### src/rtl/branch_resolver_pkg.sv
package branch_resolver_pkg;

    localparam int XLEN     = 32;
    localparam int OFF_W    = 16;
    localparam int WORD_SH  = 2;
    localparam int INSN_B   = 4;

    typedef enum logic [1:0] {
        BRK_NONE = 2'b00,
        BRK_EQ   = 2'b01,
        BRK_NE   = 2'b10,
        BRK_RSVD = 2'b11
    } br_kind_e;

    typedef struct packed {
        logic            redirect;
        logic [XLEN-1:0] target;
    } br_verdict_t;

    function automatic logic [XLEN-1:0] off_to_bytes(input logic [OFF_W-1:0] off);
        logic [XLEN-1:0] ext;
        ext = {{(XLEN-OFF_W){off[OFF_W-1]}}, off};
        return ext << WORD_SH;
    endfunction

    function automatic logic is_cond_branch(input br_kind_e k);
        return (k == BRK_EQ) || (k == BRK_NE);
    endfunction

endpackage

### src/rtl/br_zero_test.sv
module br_zero_test
    import branch_resolver_pkg::*;
#(
    parameter int W        = XLEN,
    parameter bit USE_SUB  = 1'b0
) (
    input  logic [W-1:0] a,
    input  logic [W-1:0] b,
    output logic         is_zero
);
    logic [W-1:0] diff;

    generate
        if (USE_SUB) begin : g_sub
            assign diff = a - b;
        end else begin : g_xor
            assign diff = a ^ b;
        end
    endgenerate

    assign is_zero = ~|diff;
endmodule

### src/rtl/br_target_adder.sv
module br_target_adder
    import branch_resolver_pkg::*;
(
    input  logic [XLEN-1:0]  base,
    input  logic [OFF_W-1:0] off,
    output logic [XLEN-1:0]  target
);
    logic [XLEN-1:0] byte_off;

    always_comb begin
        byte_off = off_to_bytes(off);
        target   = base + byte_off;
    end
endmodule

### src/rtl/br_decide.sv
module br_decide
    import branch_resolver_pkg::*;
(
    input  br_kind_e         kind,
    input  logic             zero,
    input  logic             hold,
    input  logic [XLEN-1:0]  target,
    output br_verdict_t      verdict
);
    logic cond;

    always_comb begin
        unique case (kind)
            BRK_EQ:  cond = zero;
            BRK_NE:  cond = ~zero;
            default: cond = 1'b0;
        endcase
        verdict.redirect = cond & ~hold & is_cond_branch(kind);
        verdict.target   = target;
    end
endmodule

### src/rtl/pc_sequencer.sv
module pc_sequencer
    import branch_resolver_pkg::*;
#(
    parameter logic [XLEN-1:0] RESET_VEC = '0
) (
    input  logic            clk,
    input  logic            rst,
    input  logic            hold,
    input  br_verdict_t     verdict,
    output logic [XLEN-1:0] pc_q,
    output logic [XLEN-1:0] pc_d
);
    localparam logic [XLEN-1:0] STEP = XLEN'(INSN_B);

    always_comb begin
        if (hold)
            pc_d = pc_q;
        else if (verdict.redirect)
            pc_d = verdict.target;
        else
            pc_d = pc_q + STEP;
    end

    always_ff @(posedge clk) begin
        if (rst)
            pc_q <= RESET_VEC;
        else
            pc_q <= pc_d;
    end
endmodule

### src/rtl/branch_resolver.sv
module branch_resolver
    import branch_resolver_pkg::*;
#(
    parameter logic [31:0] RESET_VEC   = 32'h0000_0000,
    parameter bit          SUB_COMPARE = 1'b0
) (
    input  logic        clk,
    input  logic        rst,
    input  logic        stall,
    input  logic [31:0] dec_pc_plus4,
    input  logic [15:0] dec_imm,
    input  logic [31:0] opnd_a,
    input  logic [31:0] opnd_b,
    input  logic [1:0]  br_kind,
    output logic [31:0] fetch_pc,
    output logic [31:0] next_pc,
    output logic        taken
);
    logic            zero;
    logic [XLEN-1:0] tgt;
    br_verdict_t     verdict;
    br_kind_e        kind;

    assign kind = br_kind_e'(br_kind);

    br_zero_test #(.W(XLEN), .USE_SUB(SUB_COMPARE)) u_zero (
        .a       (opnd_a),
        .b       (opnd_b),
        .is_zero (zero)
    );

    br_target_adder u_tgt (
        .base   (dec_pc_plus4),
        .off    (dec_imm),
        .target (tgt)
    );

    br_decide u_dec (
        .kind    (kind),
        .zero    (zero),
        .hold    (stall),
        .target  (tgt),
        .verdict (verdict)
    );

    pc_sequencer #(.RESET_VEC(RESET_VEC)) u_pc (
        .clk     (clk),
        .rst     (rst),
        .hold    (stall),
        .verdict (verdict),
        .pc_q    (fetch_pc),
        .pc_d    (next_pc)
    );

    assign taken = verdict.redirect;
endmodule

### config.mk
export PLATFORM = sky130hd
export DESIGN_NAME = branch_resolver
export DESIGN_NICKNAME = d
export VERILOG_FILES = /design/src/rtl/branch_resolver_pkg.sv /design/src/rtl/br_zero_test.sv /design/src/rtl/br_target_adder.sv /design/src/rtl/br_decide.sv /design/src/rtl/pc_sequencer.sv /design/src/rtl/branch_resolver.sv
export SDC_FILE = /design/constraint.sdc
export NUM_CORES = 1
export LEC_CHECK = 0
export BUFFER_PORTS_ARGS = -buffer_cell sky130_fd_sc_hd__buf_2
export CAP_MARGIN = 5
export CORE_UTILIZATION = 49
export DETAILED_ROUTE_END_ITERATION = 12
export GPL_ROUTABILITY_DRIVEN = 1
export PLACE_DENSITY = 0.83
export RECOVER_POWER = 100
export SYNTH_ARGS = -nofsm -noshare
export SYNTH_HDL_FRONTEND = slang
export SYNTH_SLANG_ARGS = --single-unit
export TNS_END_PERCENT = 20
### constraint.sdc
create_clock -name clk -period 3.8 [get_ports clk]
set_clock_uncertainty 0.15 [all_clocks]
set_input_delay 0.19 -clock clk [delete_from_list [all_inputs] [get_ports clk]]
set_output_delay 0.19 -clock clk [all_outputs]
set_load 0.1 [all_outputs]
* After elaboration in Yosys (flattened, before gate mapping)
Index checks and enable logic that the tools add are counted.
** Storage, ports and cells
- Register bits after elaboration :: 32
- Word-level logic and storage cells :: 15
** Cells by class
- Reductions and logical operators :: 3
- Equal/unequal tests :: 2
- Add/sub/neg operators :: 2
- Muxes and demuxes :: 3
- Bitwise operators :: 4
** Operators with widths (number)
- $mux W32 :: 2
- $add A32 B3 Y32 const B :: 1
- $add A32 B32 Y32 :: 1
- $reduce_or A32 Y1 :: 1
- $xor A32 B32 Y32 :: 1
- $and A1 B1 Y1 :: 2
- $eq A2 B1 Y1 const B :: 1
- $eq A2 B2 Y1 const B :: 1
- $pmux W1 S2 :: 1
- $logic_not A1 Y1 :: 1
- $logic_or A1 B1 Y1 :: 1
- $not A1 Y1 :: 1

* Longest topological paths before layout
Gate-level depths: netlist of the first run.
- Depth after elaboration :: 8
- Mapped depth :: 12
- Depth with buffers taken out :: 10

* Hierarchy
From an unflattened synthesis of the first run, not the netlist that was laid out.
** Second synthesis, totals
- Cells, all modules :: 597
- Area, all modules :: 4513.1 sq um
** Modules (own cells, without submodules)
- pc_sequencer :: times used 1, cells an instance 279, area an instance 2109.5 sq um
- br_target_adder :: times used 1, cells an instance 237, area an instance 1764.2 sq um
- br_zero_test :: times used 1, cells an instance 43, area an instance 346.6 sq um
- br_decide :: times used 1, cells an instance 38, area an instance 292.8 sq um

* Least setup slack after synthesis of the first run
No wires, ideal clock.
- Path kind :: reg-to-output
- Start point :: register u_pc.pc_q[2]
- End point :: output port next_pc[24]
- Cell stages (with the launch flop) :: 9
- Arrival :: 4.792 ns
- Path buffers :: 0
- Slack :: -1.332 ns
- Required time :: 3.460 ns
- Path through :: dfxtp_1 > ha_1 > and3_1 > nand3_1 > nor4_1 > nand3_1 > a21oi_1 > nor2_1 > a221oi_1
** On the way
- Word-level cells in the longest chain between the ends :: 3
** RTL lines
- start, declared :: line pc_sequencer.sv:10 : output logic [XLEN-1:0] pc_q,
- start signal, assigned :: line pc_sequencer.sv:28 : pc_q <= pc_d;
- $add A32 B3 Y32 :: line pc_sequencer.sv:21 : pc_d = pc_q + STEP;
- $mux W32 :: line pc_sequencer.sv:18 : else if (verdict.redirect)
- $mux W32 :: line pc_sequencer.sv:16 : if (hold)
- end, declared :: line branch_resolver.sv:16 : output logic [31:0] next_pc,
No other way between the ends.

* Worst setup path after layout of the first run
- Start point :: input port dec_pc_plus4[4]
- End point :: output port next_pc[19]
** On the way
- Word-level cells in the longest chain between the ends :: 3
** RTL lines
- start, declared :: line branch_resolver.sv:10 : input logic [31:0] dec_pc_plus4,
- $add A32 B32 Y32 :: line br_target_adder.sv:12 : target = base + byte_off;
- $mux W32 :: line pc_sequencer.sv:18
- $mux W32 :: line pc_sequencer.sv:16
No other way between the ends.

==> results of run 1 <==
## final cells by class
class | instances | area [um^2] | share of cell area (%)
multi-input combinational | 474 | 3240 | 63.6
timing repair buffer | 186 | 930 | 18.3
sequential | 32 | 641 | 12.6
tap | 102 | 128 | 2.51
clock buffer | 5 | 68.8 | 1.35
clock inverter | 3 | 42.5 | 0.836
inverter | 10 | 37.5 | 0.738
antenna | 1 | 2.50 | 0.0492
## worst paths after layout
check | cells past startpoint | endpoint | slack, ps
worst max-delay path | 11 | next_pc[19] | 210
worst min-delay path | 4 | u_pc.pc_q[1]$_SDFF_PP0_ | 110
worst max register to register | 7 | u_pc.pc_q[30]$_SDFF_PP0_ | 900
worst min register to register | 2 | u_pc.pc_q[3]$_SDFF_PP0_ | 400
## synthesized netlist by cell type, drive strengths merged, types with 3 or more instances
cell | count | area share, %
nand3b | 5 | 0.94
nand2 | 53 | 5.0
ha | 32 | 10
nand3 | 32 | 4.0
a2111oi | 5 | 1.3
inv | 10 | 0.94
nor2b | 10 | 1.6
buf | 7 | 0.94
xor2 | 45 | 9.9
o22ai | 4 | 0.63
nor2 | 33 | 3.1
o211ai | 5 | 0.94
o31ai | 3 | 0.69
nand2b | 4 | 0.63
mux2i | 3 | 0.75
a31oi | 20 | 3.1
o21bai | 3 | 0.56
a221oi | 3 | 0.82
nor4 | 17 | 3.2
xnor2 | 14 | 3.1
dfxtp | 32 | 16
nor3 | 5 | 0.63
and2 | 3 | 0.47
nand4 | 12 | 1.9
o21a | 4 | 0.75
a21oi | 35 | 4.4
a21o | 24 | 4.5
or3 | 11 | 1.7
nor3b | 3 | 0.56
a211oi | 10 | 2.1
clkbuf | 19 | 1.8
and3 | 18 | 2.8
o21ai | 31 | 3.9
## through the flow
| stage | cells | worst slack [ps] | hold WS [ps] | area [um^2] | utilization [%] |
|---|---|---|---|---|---|
| 2_1_floorplan | 542 | -363 | 353 | 4040 | - |
| 4_1_cts | 812 | 244 | 104 | 5410 | 69.3 |
| 5_1_grt | 813 | 55.1 | 144 | 5090 | 65.2 |
| 6_report | 813 | 212 | 115 | 5090 | 65.2 |
| 3_3_place_gp | 804 | 364 | 379 | 5300 | 67.9 |
| 3_5_place_dp | 804 | 251 | 388 | 5300 | 67.9 |
## cells in the final DEF, fill, tap and decap left out, drive strengths merged, types with 12 or more instances in the layout
| master | synthesis | routed |
|---|---|---|
| nand3 | 32 | 32 |
| ha | 32 | 32 |
| a21o | 24 | 24 |
| xnor2 | 14 | 14 |
| nand2 | 53 | 53 |
| o21ai | 31 | 31 |
| nor4 | 17 | 17 |
| xor2 | 45 | 45 |
| a31oi | 20 | 20 |
| a21oi | 35 | 35 |
| nor2 | 33 | 33 |
| clkbuf | 19 | 63 |
| buf | 7 | 128 |
| nand4 | 12 | 12 |
| and3 | 18 | 18 |
| dfxtp | 32 | 32 |
## cell families after synthesis
kind of cell	Yosys count	synth area share, %
muxes	3	0.753
xor gates and xnor gates	59	13.0
DFF	32	16.1
and+or+nand+nor	213	28.0
AOI/OAI and AO/OA	166	28.0
adders and majority gates	33	10.5
buffers and inverters	36	3.67
## critical path, stage by stage
cell and delay, ps:
buf_2 100, ha_1 360, o211a_1 240, a211oi_2 110
o31ai_1 610, a21boi_0 320, o21bai_1 230, xor2_1 230
o21ai_0 140, a21oi_1 220, clkbuf_2 500
## power breakdown
part           switching (mW)  internal [mW]  total (mW)
Clock                   0.144          0.194       0.339
Sequential             0.0181          0.348       0.366
Combinational           0.555          0.232       0.787
Total                   0.717          0.775        1.49
## layer usage
| layer | part of all wire, % | wire (um) | vias up |
|---|---|---|---|
| met5 | 0 | 0 | - |
| met4 | 2.2 | 300 | 0 |
| met3 | 8.2 | 1130 | 33 |
| met2 | 49 | 6690 | 272 |
| met1 | 41 | 5580 | 2263 |
| li1 | - | - | 2377 |
==> impl_metrics.json, run 1 <==
{
  "min_period_ps": 3590,
  "yosys_warnings": 0,
  "synth-edff-count": 0,
  "die_w_um": 92.2,
  "fmax_mhz": 279,
  "post-route-period-util_pct": 94.4,
  "layout.nets": 859,
  "ys_types": 59,
  "setup_violations": 0,
  "core-area_um2": 7810,
  "hold_viol": 0,
  "dr.pass1.iters": 5,
  "ctsHoldBuffers": 0,
  "io_buffers": 181,
  "postCtsSetupRepairBufs": 0,
  "cts.sinks": 32,
  "die_area_um2": 8500,
  "endpoint_kind": "output pin",
  "syn-cell-area_um2": 3990,
  "clockBufferDepth": 2,
  "largest_reg_flops": 32,
  "grt_pass1_vias": 4482,
  "grt_util_all_layers_pct": 31.6,
  "dieHeight_um": 92.2,
  "vias_per_cell": 6.08,
  "post_cts_resized": 0,
  "busiest_layer": "met2",
  "maxCapViolCount": 0,
  "io-pin-count": 182,
  "ys_async_sr_fraction_pct": 0,
  "arrival_ps": 3250,
  "numCtsBuffers": 5,
  "ys_ff_latch": 32,
  "grt.overflow.total": 0,
  "critPathRequiredTime_ps": 3460,
  "startpoint": "dec_pc_plus4[4]",
  "syn_area_per_cell_um2": 7.35,
  "slew_headroom_pct": 18.1,
  "reg2reg_from": "u_pc.pc_q[2]$_SDFF_PP0_",
  "tightestPinTransition_ps": 1230,
  "hp-start": "dec_pc_plus4[1]",
  "vias": 4945,
  "grt_start_max_net_pins": 36,
  "crit_fanout": 4,
  "syn_nets": 692,
  "dp_hpwl_um": 10800,
  "power_mw": 1.49,
  "fillers": 730,
  "globalplace.congestion": 0.903,
  "h-tree-depth": 2,
  "grt.met1_usage_pct": 39.7,
  "slew_violations": 0,
  "min_path_type": "input port to flop",
  "yosysSeqAreaShare_pct": 16.1,
  "wl_per_cell_um": 16.9,
  "syn_to_final_growth_pct": 27.6,
  "cts_root_buf": "clkbuf_8",
  "leakage_nw": 2.40,
  "crit_path_start_kind": "input port",
  "num_rows": 32,
  "status": "completed",
  "drive_gt1_share_pct": 24.1,
  "rsz0062_at_grt": "false",
  "clk_pin_slew_ps": 80,
  "grt_pass1_wl_um": 21700,
  "drc": 0,
  "detail-route-antenna-nets": 0,
  "grt_use_met3_pct": 5.22,
  "clk_latency_ps": 290,
  "reg_top3": "u_pc.pc_q (32)",
  "postSynthCellCount": 542,
  "timing.setup.tns_ps": 0,
  "synthFlopType": "dfxtp_1",
  "regMostFlops": "u_pc.pc_q",
  "met2_usage_pct": 54.4,
  "wl_um": 13700,
  "initial_core_util_pct": 51.1,
  "p_per_area_nw_per_um2": 293,
  "cts_tree": "done",
  "crit_type": "input port to output pin",
  "vdd_drop_max_v": 0.000125,
  "antenna_found_initial": 1,
  "first_iter_violations": 523
}
(Power assumes the default switching activity.)
==> run 2: changes to the inputs <==
--- a/config.mk
+++ b/config.mk
@@ -8,6 +8,7 @@
 export BUFFER_PORTS_ARGS = -buffer_cell sky130_fd_sc_hd__buf_2
 export CAP_MARGIN = 5
 export CORE_UTILIZATION = 49
+export CTS_BUF_LIST = sky130_fd_sc_hd__clkbuf_2
 export DETAILED_ROUTE_END_ITERATION = 12
 export GPL_ROUTABILITY_DRIVEN = 1
 export PLACE_DENSITY = 0.83
==> impl_metrics.json, run 2 (synthesized netlist as in run 1, its figures left out) <==
{
  "vdd_drop_max_v": 0.000155,
  "clk_latency_ps": 390,
  "vias_per_cell": 6.02,
  "reg2reg_depth": 7,
  "maxCapViolCount": 0,
  "tightestPinTransition_ps": 1240,
  "postCtsSetupRepairBufs": 0,
  "fillers": 734,
  "cts.sinks": 32,
  "largest_reg_flops": 32,
  "drive_gt1_share_pct": 23.9,
  "crit_type": "flop to output pin",
  "hold_path_depth": 3,
  "dieHeight_um": 92.2,
  "p_per_area_nw_per_um2": 276,
  "wl_per_cell_um": 16.8,
  "dp_hpwl_um": 10800,
  "crit_path_start_kind": "flop",
  "grt_pass1_wl_um": 21700,
  "path_depth": 7,
  "critPathTopFamily": "simple AND/OR/NAND/NOR gates",
  "die_w_um": 92.2,
  "numCtsBuffers": 5,
  "fin_util_pct": 65.0,
  "h-tree-depth": 2,
  "detail-route-antenna-nets": 0,
  "place_ws_ps": 251,
  "arrival_ps": 3250,
  "initial_core_util_pct": 51.1,
  "core-area_um2": 7810,
  "slew_violations": 0,
  "io_buffers": 181,
  "critPathSlowestCell": "nor4_2",
  "grt_pass1_vias": 4479,
  "power_mw": 1.40,
  "wl_um": 13700,
  "multi_input_area_um2": 3230,
  "drc": 0,
  "layout.nets": 861,
  "leakage_nw": 2.39,
  "cpPeakStageDelay_ps": 690,
  "num_rows": 32,
  "reg_top3": "u_pc.pc_q (32)",
  "post_cts_resized": 0,
  "fmax_mhz": 279,
  "endpoint_kind": "output pin",
  "seqCellArea_um2": 641,
  "fin_ws_ps": 212,
  "first_iter_violations": 414,
  "min_path_type": "input port to flop",
  "post-route-period-util_pct": 94.4,
  "critical_path.cell_chain": "ha_1 -> and3_1 -> nand3_1 -> or4_1 -> nor4_2 -> a221o_1 -> buf_12",
  "cts_root_buf": "clkbuf_2",
  "regMostFlops": "u_pc.pc_q",
  "cts_tree": "done",
  "clockBufferDepth": 2,
  "setup_violations": 0,
  "die_area_um2": 8500,
  "io-pin-count": 182,
  "syn_to_final_growth_pct": 27.3,
  "antenna_found_initial": 1,
  "mostFrequentLayoutCell": "buf_2",
  "slew_headroom_pct": 17.9,
  "rsz0062_at_grt": "false",
  "final_cell_mix": "buf_2 (123), nand2_1 (53), xor2_1 (45)",
  "clk_pin_slew_ps": 200,
  "crit_fanout": 5,
  "min_period_ps": 3590,
  "globalplace.congestion": 0.903,
  "grt.overflow.total": 0,
  "critPathRequiredTime_ps": 3460,
  "vias": 4905,
  "ctsHoldBuffers": 2,
  "grt_start_max_net_pins": 36,
  "hold_viol": 0,
  "cp_num_buf_inv": 1,
  "dr.pass1.iters": 5,
  "grt_util_all_layers_pct": 31.5,
  "status": "completed"
}
## run 2: cell types whose count changed in the layout (fill, tap and decap cells not counted)
| cell | before | now |
|---|---|---|
| clkbuf_8 | 5 | 0 |
| buf_2 | 122 | 123 |
| nor3_1 | 4 | 5 |
| buf_12 | 2 | 3 |
| clkbuf_4 | 1 | 0 |
| buf_6 | 0 | 1 |
| nor3_2 | 1 | 0 |
| buf_4 | 4 | 3 |
| dlygate4sd3_1 | 0 | 2 |
| clkbuf_2 | 22 | 26 |
## run 2: layout make-up
type / instances / share of cell area [%]
diodes: 1 / 0.0493
clock buffers: 5 / 0.493
clock inverters: 3 / 0.838
inverters: 10 / 0.740
multi-input cells: 474 / 63.7
flip-flops and latches: 32 / 12.6
well taps: 102 / 2.51
repair buffers: 188 / 19.0
## run 2: worst min-delay path: stages
cell     delay [ps]
buf_2           260
nand2_1         140
a31oi_1          70
## run 2: metal layers
metal	vias up	track usage, %	wire length [um]
met3	27	5.22	1270
li1	2378	-	-
met2	273	54.4	6620
met4	0	10.9	277
met1	2227	39.5	5490
met5	-	0	0
## run 2: worst paths after layout
check | end | from | slack (ps)
setup / recovery | next_pc[26] | u_pc.pc_q[2]$_SDFF_PP0_ | 210
hold / removal | u_pc.pc_q[3]$_SDFF_PP0_ | stall | 150
setup reg to reg | u_pc.pc_q[26]$_SDFF_PP0_ | u_pc.pc_q[2]$_SDFF_PP0_ | 800
hold reg to reg | u_pc.pc_q[3]$_SDFF_PP0_ | u_pc.pc_q[3]$_SDFF_PP0_ | 410
## run 2: report_power, final
group	internal (mW)	switching (mW)	total (mW)	leakage, nW
Combinational	0.236	0.554	0.790	2.09
Sequential	0.349	0.0183	0.368	0.259
Clock	0.110	0.136	0.245	0.0390
## run 2: stage by stage
stage	std cells	hold slack (ps)	instance area (um^2)	TNS [ps]
after floorplan	542	353	4040	-2640
after global placement	804	379	5300	0
after detailed placement	804	388	5300	0
after CTS	814	128	5390	0
after global routing	815	140	5070	0
final	815	150	5070	0
==> run 3: changes to the inputs <==
--- a/config.mk
+++ b/config.mk
@@ -7,13 +7,16 @@
 export LEC_CHECK = 0
 export BUFFER_PORTS_ARGS = -buffer_cell sky130_fd_sc_hd__buf_2
 export CAP_MARGIN = 5
-export CORE_UTILIZATION = 49
+export CORE_ASPECT_RATIO = 0.9
+export CORE_UTILIZATION = 51
 export CTS_BUF_LIST = sky130_fd_sc_hd__clkbuf_2
 export DETAILED_ROUTE_END_ITERATION = 12
 export GPL_ROUTABILITY_DRIVEN = 1
-export PLACE_DENSITY = 0.83
+export PLACE_DENSITY = 0.84
 export RECOVER_POWER = 100
+export SLEW_MARGIN = 10
 export SYNTH_ARGS = -nofsm -noshare
 export SYNTH_HDL_FRONTEND = slang
+export SYNTH_HIERARCHICAL = 1
 export SYNTH_SLANG_ARGS = --single-unit
 export TNS_END_PERCENT = 20
==> impl_metrics.json, run 3 <==
{
  "grt.overflow.total": 0,
  "routed.top_layer": "met4",
  "yosys_warnings": 6,
  "reg2reg_depth": 6,
  "min_path_type": "input port to flop",
  "largest_reg_flops": 32,
  "detail-route-antenna-nets": 0,
  "maxCapViolCount": 0,
  "dieHeight_um": 91.2,
  "cts.sinks": 32,
  "h-tree-depth": 2,
  "fin_cells": 850,
  "mostFrequentLayoutCell": "buf_2",
  "endpoint_kind": "output pin",
  "grt_pass1_wl_um": 22400,
  "grt_pass1_vias": 4750,
  "clk_pin_slew_ps": 170,
  "post-route-period-util_pct": 94.0,
  "dp_hpwl_um": 11500,
  "multi_input_area_um2": 3430,
  "seqCellArea_um2": 641,
  "io-pin-count": 182,
  "initial_core_util_pct": 52.7,
  "reg_top3": "u_pc/pc_q (32)",
  "cts_tree": "done",
  "power_mw": 1.30,
  "tightestPinTransition_ps": 1220,
  "syn-cell-area_um2": 4510,
  "syn_area_per_cell_um2": 7.56,
  "slew_violations": 0,
  "crit_fanout": 13,
  "antenna_found_initial": 2,
  "fin_area_um2": 5380,
  "wl_per_cell_um": 16.9,
  "vias_per_cell": 6.00,
  "placedCellCount": 838,
  "fillers": 843,
  "yosysTopAreaCell": "dfxtp_1",
  "postSynthCellCount": 597,
  "leakage_nw": 2.44,
  "vdd_drop_max_v": 0.000111,
  "ys_ff_latch": 32,
  "layout.nets": 878,
  "regMostFlops": "u_pc/pc_q",
  "status": "completed",
  "die_area_um2": 9230,
  "route.met3.wl_um": 1290,
  "hold_viol": 0,
  "rsz0062_at_grt": "false",
  "synthTopCellsByArea": "dfxtp_1 (14%), ha_1 (8.9%), xor2_1 (7.8%)",
  "drc": 0,
  "post_dp_cell_area_um2": 5750,
  "synthFlopType": "dfxtp_1",
  "min_period_ps": 3570,
  "slew_headroom_pct": 18.8,
  "routed-wl-met2_um": 6760,
  "yosysMostFrequentCell": "a21oi_1",
  "synthTopCellsByCount": "a21oi_1 (46), nand2_1 (44), xor2_1 (40), nor2_1 (39), buf_4 (34)",
  "ys_types": 83,
  "clk_latency_ps": 370,
  "clockBufferDepth": 2,
  "hold_path_depth": 2,
  "first_iter_violations": 308,
  "core-area_um2": 8570,
  "crit_path_start_kind": "input port",
  "wl_um": 14300,
  "postCtsSetupRepairBufs": 0,
  "cts_root_buf": "clkbuf_2",
  "die_w_um": 101,
  "globalplace.congestion": 0.952,
  "post-synth-top-area-fraction_pct": 14.2,
  "arrival_ps": 3230,
  "yosysSeqAreaShare_pct": 14.2,
  "syn_to_final_growth_pct": 19.2,
  "final_cell_mix": "buf_2 (118), a21oi_1 (45), nand2_1 (44)",
  "p_per_area_nw_per_um2": 242,
  "setup_violations": 0,
  "num_rows": 32,
  "dr.pass1.iters": 7,
  "synth-edff-count": 0,
  "ys_async_sr_fraction_pct": 0,
  "fmax_mhz": 280,
  "grt_util_all_layers_pct": 30.2,
  "vias": 5097,
  "drive_gt1_share_pct": 26.1,
  "grt_start_max_net_pins": 43,
  "syn_nets": 747,
  "wl_met1_um": 5850,
  "io_buffers": 181,
  "numCtsBuffers": 5,
  "timing.setup.tns_ps": 0,
  "crit_type": "input port to output pin",
  "critPathRequiredTime_ps": 3460
}
[run 3: logic make-up (layout without fill, tap and decap cells)]
group / count (synthesis) / after routing / share of synthesized area [%]
AND/OR/NAND/NOR: 208 / 208 / 25.1
AO/OA/AOI/OAI: 172 / 172 / 28.1
buffers and inverters: 87 / 219 / 10.5
XOR/XNOR: 59 / 59 / 11.5
adder cells (fa/ha/maj): 33 / 33 / 9.32
flip-flops: 32 / 32 / 14.2
multiplexers: 6 / 6 / 1.33
other: 0 / 2 / 0
[run 3: layer usage]
metal,track usage (%),vias to the layer above
met5,0,-
met4,11.8,0
met3,4.31,35
met2,52.3,302
met1,37.3,2330
li1,-,2430
[run 3: cell type report]
class                   instances  area share, %
diodes                          2         0.0930
clock buffers                   7          0.651
clock inverters                 1         0.0698
inverters                      22           1.54
multi-input cells             478           63.8
flip-flops and latches         32           11.9
well taps                     119           2.77
repair buffers                189           19.2
[run 3: where the power goes]
part,internal [mW],switching (mW),total (mW)
clock,0.0493,0.119,0.169
sequential,0.346,0.0164,0.362
combinational,0.248,0.522,0.769
total,0.643,0.657,1.30
[run 3: final timing paths]
| kind | startpoint | to | slack, ps |
|---|---|---|---|
| setup / recovery | opnd_b[23] | next_pc[18] | 230 |
| hold / removal | rst | u_pc/pc_q[11]$_SDFF_PP0_ | 150 |
| setup reg to reg | u_pc/pc_q[2]$_SDFF_PP0_ | u_pc/pc_q[28]$_SDFF_PP0_ | 1450 |
| hold reg to reg | u_pc/pc_q[0]$_SDFF_PP0_ | u_pc/pc_q[0]$_SDFF_PP0_ | 350 |
[run 3: timing repair]
| action | CTS | global route |
|---|---|---|
| resized for setup | 0 | 0 |
| hold endpoints to repair | 2 | 0 |
| hold buffers | 2 | 0 |
[run 3: worst max-delay path, stage by stage]
cell	delay (ps)
clkbuf_1	120
xor2_1	180
nor4_1	390
nand4_1	180
nor2_1	180
mux2i_1	130
nor3_4	400
buf_4	280
nor2b_1	190
clkbuf_1	310
a221o_1	240
buf_2	440
[run 3: through the flow]
step	hold slack, ps	setup WS [ps]	util [%]
2_1_floorplan	112	-311	-
3_3_place_gp	307	520	67.1
3_5_place_dp	321	455	67.1
4_1_cts	151	450	67.8
5_1_grt	150	114	62.8
6_report	155	228	62.8
